==> src/rtl/irqsc_pkg.sv <==
package irqsc_pkg;
  localparam int STAT_W  = 24;
  localparam int IC_BIT  = 0;
  localparam int WDT_BIT = 5;
  // Implemented bits and bits settable by an event pulse
  localparam logic [STAT_W-1:0] VALID_MASK = 24'hEBF83D;
  localparam logic [STAT_W-1:0] EVT_MASK   = 24'hEBF81C;

  typedef struct packed {
    logic statWr;
    logic maskWr;
    logic wdtTimeout;
    logic icFail;
    logic icRestore;
  } irqsc_strb_t;
endpackage

==> src/rtl/irqsc_ctrl.sv <==
module irqsc_ctrl
  import irqsc_pkg::*;
#(
  parameter int WDOG_LIMIT = 20480000
) (
  input  logic        clk,
  input  logic        rstN,
  input  logic        regWrEn,
  input  logic        regSel,
  input  logic        badCmd,
  input  logic        portInit,
  input  logic        energyRd,
  output irqsc_strb_t strb
);
  localparam int CNT_W = $clog2(WDOG_LIMIT + 1);
  localparam logic [CNT_W-1:0] CNT_MAX = CNT_W'(WDOG_LIMIT);

  logic [CNT_W-1:0] wdCnt;
  logic             timedOut;

  assign timedOut = (wdCnt == CNT_MAX);

  // Read-free cycle counter, saturating at the limit
  always_ff @(posedge clk or negedge rstN) begin
    if (!rstN)         wdCnt <= '0;
    else if (energyRd) wdCnt <= '0;
    else if (!timedOut) wdCnt <= wdCnt + 1'b1;
  end

  always_comb begin
    strb.statWr     = regWrEn && !regSel;
    strb.maskWr     = regWrEn && regSel;
    strb.wdtTimeout = timedOut;
    strb.icFail     = badCmd;
    strb.icRestore  = portInit;
  end

  a_r9_read_restarts: assert property (@(posedge clk) disable iff (!rstN)
    energyRd |=> (wdCnt == '0));
  a_r9_timeout_holds: assert property (@(posedge clk) disable iff (!rstN)
    (timedOut && !energyRd) |=> strb.wdtTimeout);
  a_r9_no_read_counts: assert property (@(posedge clk) disable iff (!rstN)
    (!energyRd && !timedOut) |=> (wdCnt == $past(wdCnt) + 1'b1));
endmodule

==> src/rtl/irqsc_dpath.sv <==
module irqsc_dpath
  import irqsc_pkg::*;
(
  input  logic              clk,
  input  logic              rstN,
  input  irqsc_strb_t       strb,
  input  logic [STAT_W-1:0] wrData,
  input  logic [STAT_W-1:0] evtPulse,
  output logic [STAT_W-1:0] statusQ,
  output logic [STAT_W-1:0] maskQ,
  output logic              irqN
);
  logic [STAT_W-1:0] clrVec;
  logic [STAT_W-1:0] activeVec;

  assign clrVec = strb.statWr ? wrData : '0;

  for (genvar b = 0; b < STAT_W; b++) begin : g_bit
    if (b == IC_BIT) begin : g_ic
      always_ff @(posedge clk or negedge rstN) begin
        if (!rstN)               statusQ[b] <= 1'b1;
        else if (strb.icFail)    statusQ[b] <= 1'b0;
        else if (strb.icRestore) statusQ[b] <= 1'b1;
      end
      assign activeVec[b] = ~statusQ[b];
    end else if (b == WDT_BIT) begin : g_wdt
      // The timeout stays asserted until a read, which blocks an early clear
      always_ff @(posedge clk or negedge rstN) begin
        if (!rstN) statusQ[b] <= 1'b0;
        else       statusQ[b] <= strb.wdtTimeout | (statusQ[b] & ~clrVec[b]);
      end
      assign activeVec[b] = statusQ[b];
    end else if (EVT_MASK[b]) begin : g_evt
      always_ff @(posedge clk or negedge rstN) begin
        if (!rstN) statusQ[b] <= 1'b0;
        else       statusQ[b] <= evtPulse[b] | (statusQ[b] & ~clrVec[b]);
      end
      assign activeVec[b] = statusQ[b];
    end else begin : g_rsvd
      assign statusQ[b]   = 1'b0;
      assign activeVec[b] = 1'b0;
    end
  end

  always_ff @(posedge clk or negedge rstN) begin
    if (!rstN)            maskQ <= '0;
    else if (strb.maskWr) maskQ <= wrData;
  end

  always_ff @(posedge clk or negedge rstN) begin
    if (!rstN) irqN <= 1'b1;
    else       irqN <= ~|(activeVec & maskQ);
  end

  a_r2_evt_sets: assert property (@(posedge clk) disable iff (!rstN)
    |(evtPulse & EVT_MASK) |=>
      ((statusQ & $past(evtPulse & EVT_MASK)) == $past(evtPulse & EVT_MASK)));
  a_r2_ignored_pos: assert property (@(posedge clk) disable iff (!rstN)
    |(evtPulse & ~VALID_MASK) |=> ((statusQ & ~VALID_MASK) == '0));
  a_r3_w1c: assert property (@(posedge clk) disable iff (!rstN)
    (strb.statWr && evtPulse == '0 && !strb.wdtTimeout) |=>
      ((statusQ & $past(wrData) & ~VALID_MASK[IC_BIT]) == '0));
  a_r4_set_wins: assert property (@(posedge clk) disable iff (!rstN)
    (strb.statWr && evtPulse[STAT_W-1] && wrData[STAT_W-1]) |=> statusQ[STAT_W-1]);
  a_r5_mask_load: assert property (@(posedge clk) disable iff (!rstN)
    strb.maskWr |=> (maskQ == $past(wrData)));
  a_r6_quiet_when_masked: assert property (@(posedge clk) disable iff (!rstN)
    (maskQ == '0) |=> irqN);
  a_r7_ic_ignores_writes: assert property (@(posedge clk) disable iff (!rstN)
    (!strb.icFail && !strb.icRestore) |=> $stable(statusQ[IC_BIT]));
  a_r7_fail_wins: assert property (@(posedge clk) disable iff (!rstN)
    strb.icFail |=> !statusQ[IC_BIT]);
  a_r10_wdt_held: assert property (@(posedge clk) disable iff (!rstN)
    strb.wdtTimeout |=> statusQ[WDT_BIT]);
endmodule

==> src/rtl/irqsc_top.sv <==
module irqsc_top
  import irqsc_pkg::*;
#(
  parameter int WDOG_LIMIT = 20480000
) (
  input  logic              clk,
  input  logic              rstN,
  input  logic              regWrEn,
  input  logic              regSel,
  input  logic [STAT_W-1:0] wrData,
  input  logic [STAT_W-1:0] evtPulse,
  input  logic              badCmd,
  input  logic              portInit,
  input  logic              energyRd,
  output logic [STAT_W-1:0] statusRd,
  output logic [STAT_W-1:0] maskRd,
  output logic              irqN
);
  irqsc_strb_t strb;

  irqsc_ctrl #(.WDOG_LIMIT(WDOG_LIMIT)) u_ctrl (
    .clk(clk), .rstN(rstN), .regWrEn(regWrEn), .regSel(regSel),
    .badCmd(badCmd), .portInit(portInit), .energyRd(energyRd), .strb(strb)
  );

  irqsc_dpath u_dpath (
    .clk(clk), .rstN(rstN), .strb(strb), .wrData(wrData),
    .evtPulse(evtPulse), .statusQ(statusRd), .maskQ(maskRd), .irqN(irqN)
  );

  a_r1_reset_idle: assert property (@(posedge clk) disable iff (!rstN)
    $rose(rstN) |-> (irqN && maskRd == '0));
endmodule

==> config.mk <==
export PLATFORM = sky130hd
export DESIGN_NAME = irqsc_top
export DESIGN_NICKNAME = d
export VERILOG_FILES = /design/src/rtl/irqsc_pkg.sv /design/src/rtl/irqsc_ctrl.sv /design/src/rtl/irqsc_dpath.sv /design/src/rtl/irqsc_top.sv
export SDC_FILE = /design/constraint.sdc
export NUM_CORES = 1
export LEC_CHECK = 0
export ABC_CLOCK_PERIOD_IN_PS = 2300
export CAP_MARGIN = 20
export CORE_MARGIN = 3
export CORE_UTILIZATION = 60
export CTS_CLUSTER_SIZE = 20
export DETAILED_ROUTE_END_ITERATION = 16
export DONT_BUFFER_PORTS = 1
export PLACE_DENSITY = 0.79
export SYNTH_ARGS = -nofsm -noshare
export SYNTH_HDL_FRONTEND = slang
export SYNTH_SLANG_ARGS = --single-unit
export TNS_END_PERCENT = 50
==> constraint.sdc <==
create_clock -name clk -period 2.3 [get_ports clk]
set_clock_uncertainty 0.2 [all_clocks]
set_input_delay 0.46 -clock clk [delete_from_list [all_inputs] [get_ports clk]]
set_output_delay 0.46 -clock clk [all_outputs]
set_load 0.01 [all_outputs]
# == Word level (Yosys, flattened, before mapping) ==
# Index checks and enable logic that the tools add are counted.
# classes
add_sub_neg,1
n_reduce_logical,6
bitwise_logic,47
n_mux,5
eq_ne,2
# op_table
op,count
25-bit 2-to-1 mux,2
25-bit by 1-bit adder with 25-bit output (second input constant),1
25-bit == test (second input constant),1
24-bit bitwise AND,1
24-bit 2-to-1 mux,1
24-bit OR reduction,1
1-bit inverter,16
1-bit bitwise AND,15
1-bit OR,15
1-bit logical AND,2
1-bit logical NOT,2
1-bit 2-to-1 mux,2
2-bit inequality test (second input constant),1
2-bit nonzero test,1
# totals
reg_bits,66
out_inout_bits,49

# == Longest topological paths before layout ==
# logic_depth
depth_word,6
depth_mapped,7
ltp_nobuf,6

# == Hierarchy ==
# Synthesis repeated with hierarchy kept, for this count alone.
# hier_totals
hier_cells,274
area_unflattened_um2,3139.3
# modules_own_cells
mod,n_inst,cells_per_inst,area_per_inst_um2
irqsc_dpath,1,120,1692.9
irqsc_ctrl,1,154,1446.4

# == Least setup slack after synthesis ==
# Ideal clock, no wire load.
# synth_timing
path_kind,reg2reg
startpoint,register u_ctrl.wdCnt[2]
endpoint,register u_ctrl.wdCnt[21]
arrival_ns,1.739
n_path_buf,2
stages_incl_launch_ff,7
path_slack_ns,0.283
setup_time_ns,0.078
period_less_slack_ns,2.017
required_time_ns,2.022
cell_sequence,dfrtp_1 nand4_2 buf_6 or4_1 buf_2 or3_1 a21oi_1
# synth_via
elab_chain_len,3
elab_cells_between_ends,5
cone_classes,1 x add/sub; 2 x eq/ne; 2 x mux
# synth_lines
item,line,rtl
start: declaration,irqsc_ctrl.sv:18,logic [CNT_W-1:0] wdCnt;
start signal: assignment,irqsc_ctrl.sv:27,else if (!timedOut) wdCnt <= wdCnt + 1'b1;
25-bit by 1-bit adder with 25-bit output,irqsc_ctrl.sv:27,
25-bit 2-to-1 mux,irqsc_ctrl.sv:27,
25-bit 2-to-1 mux,irqsc_ctrl.sv:26,else if (energyRd) wdCnt <= '0;
# Parallel ways exist; a longest one is shown, timed or not. The select of a mux whose other input is x is not followed.
# A chain may end at the register's enable or synchronous reset.

# == Worst setup path after layout ==
# layout_timing
startpoint,register u_ctrl.wdCnt[7]
endpoint,register u_ctrl.wdCnt[21]
# The elaborated chain is that of the path after synthesis.

==> reports/metrics.cfg <==
[timing]
hold_viol = 0
finalWorstSetupSlack_ns = 0.155
max_slew.worst_pin.slew_ns = 0.915
setup_viol = 0
final.setup.tns_ns = 0
slew_headroom_pct = 38.8
timing.fmax_mhz = 466
min_period_ns = 2.15
grt_setup_unrepaired = no
hold_ws_ns = 0.0140
fin_crit_sh_pct = 93.3
drv_slew = 0

[hold_path]
hp-class = input port to flop

[yosys]
yosysMostFrequentCell = dfrtp_1
async_flop_share_pct = 100
syn_area_um2 = 3000
yosysUniqueCellTypes = 40
synth_flop_cell = dfrtp_1
ys_seq_area_share_pct = 55.1
synthTopCellsByCount = 64 x dfrtp_1, 26 x nand2_1, 24 x mux2_2
yosysTopAreaCell = dfrtp_1
synth_area_leaders = dfrtp_1 53%, mux2_2 9.0%, a21o_1 3.5%
yosys_warnings = 0
yosys_register_bits = 66
synthCells = 275
synth-edff-count = 0
syn_avg_cell_area_um2 = 10.9
netlist.area_leader.share_pct = 53.4

[routing]
wirelength_mm = 6.43
routedWlPerCell_um = 17.3
via_per_inst = 5.88
drtIter0Drc = 154
vias = 2180
firstDrtPassIters = 5
drc = 0
postRouteAntennaNets = 0

[grt]
grtUsageTotal_pct = 22.7
grt_max_degree = 67
grt_pass1_vias = 2188
grt_pass1_wl_mm = 10.4
overflow = 0
antenna_found_initial = 0

[power]
p_switching_uw = 652
seq_power_share_pct = 53.4
p_per_area_nw_per_um2 = 733
power_mw = 2.53
p_int_mw = 1.88
irDropWorstVdd_v = 0.000391
swShare_pct = 25.7
leakagePower_nw = 1.43
clockPowerShare_pct = 38.4
combPwrFrac_pct = 8.2

[setup_path]
crit_buf_inv = 1
crit_path_top_delay_cell = or4_4
max_stage_delay_ns = 0.59
cp_cell_sequence = nand4_2 -> buf_4 -> or4_4 -> or3_1 -> a21oi_1
critical_path_arrival_ns = 2.19
critPathKind = flop to flop
end_kind = flop
crit_fanout = 10
start_kind = flop
cp.required_ns = 2.35
critPathTopFamily = simple AND/OR/NAND/NOR gates
r2r_slack_ns = 0.15

[layout]
drive_gt1_share_pct = 21.7
final_cell_area_um2 = 3450
syn_to_final_growth_pct = 15.1
final_nets = 356
diodes = 0

[clock_network]
cts_tree = built
clk_pin_slew_ns = 0.07
clk_latency_ns = 0.34
clock_sinks = 66
cts-htree-levels = 3
cts_buffer_depth = 2
numCtsBuffers = 9
cts_root_buf = clkbuf_8

[placed_design]
io_buffers = 0
dpl.hpwl_mm = 4.30
placed_area_um2 = 3110
preCtsSetupSlack_ns = 0.0881
place_congestion = 0.837

[die]
initial_core_util_pct = 62.7
fp.coreArea_um2 = 4790
rows = 25
fp.dieArea_um2 = 5890
die_y_um = 76.7
die_x_um = 76.7
ioPinCount = 104

[status]
outcome = finished clean

[job]
maxCapViolCount = 0

[metrics by stage]
stage,std cells,utilization (%)
global route,371,72.2
detailed placement,343,64.9
global placement,343,64.9
floorplan,282,-
CTS,370,71.8
finish,371,72.2
[power by group through the flow]
stage                     sequential (mW)  clock (mW)  combinational [mW]
after floorplan                      1.35           0               0.139
after global placement               1.37           0               0.149
after detailed placement             1.37           0               0.156
after CTS                            1.35       0.993               0.207
after global routing                 1.36        1.05               0.231
final                                1.35       0.973               0.208
[final cells by class]
class                           count  area [um2]
Fill cell                         320        1330
Multi-Input combinational cell    188        1240
Timing Repair Buffer               27         250
Clock inverter                      6        66.3
Tap cell                           67        83.8
Sequential cell                    66        1650
Clock buffer                       10         138
Inverter                            7        26.3
[routing by layer]
metal,global-route usage [%],vias up,share of wire (%)
met3,5.75,15,6.6
met1,26.3,1076,39
met5,0,-,0
li1,-,999,-
met4,11.4,0,2.5
met2,38.9,90,52
[cells in the final DEF (no fill, tap or decap), types with 5 or more instances in the layout]
master,n
nor4_1,5
or3_1,9
a21oi_1,15
nor2_1,17
xnor2_1,7
o21ai_0,10
buf_4,15
nand3_1,11
mux2_2,24
a21o_1,14
dlygate4sd3_1,11
nor3_1,5
nand2_1,26
conb_1,8
inv_1,7
dfrtp_1,64
clkbuf_8,10
[path summary, 6_finish.rpt]
path | cells past startpoint | start | endpoint
hold reg to reg | 2 | u_dpath.statusQ[0] | u_dpath.statusQ[0]
hold / removal | 1 | evtPulse[21] | u_dpath.statusQ[21]
setup / recovery | 5 | u_ctrl.wdCnt[7] | u_ctrl.wdCnt[21]
setup reg to reg | 5 | u_ctrl.wdCnt[7] | u_ctrl.wdCnt[21]
min in group asynchronous | 2 | rstN | u_dpath.maskQ[18]
max in group asynchronous | 2 | rstN | u_dpath.statusQ[0]
[registers in the layout (all words and copies together), names as in the netlist]
signal	flops
u_ctrl.wdCnt	25
u_dpath.irqN	1
u_dpath.maskQ	24
u_dpath.statusQ	16
[repair_timing]
action,CTS,global route
hold endpoints to repair,98,1
gates resized for setup,0,2
buffers inserted,0,0
endpoints found under the setup margin,0,5
hold buffers,11,1
[logic make-up after synthesis]
group                    share of synthesized area (%)
XOR/XNOR                                          2.92
flip-flops                                        55.1
AND/OR/NAND/NOR                                   16.3
buffers and inverters                             4.84
multiplexers                                      9.38
other                                            0.125
AO/OA/AOI/OAI                                     10.5
adder cells (fa/ha/maj)                          0.834
No activity file was read; power rests on OpenSTA's default activity.
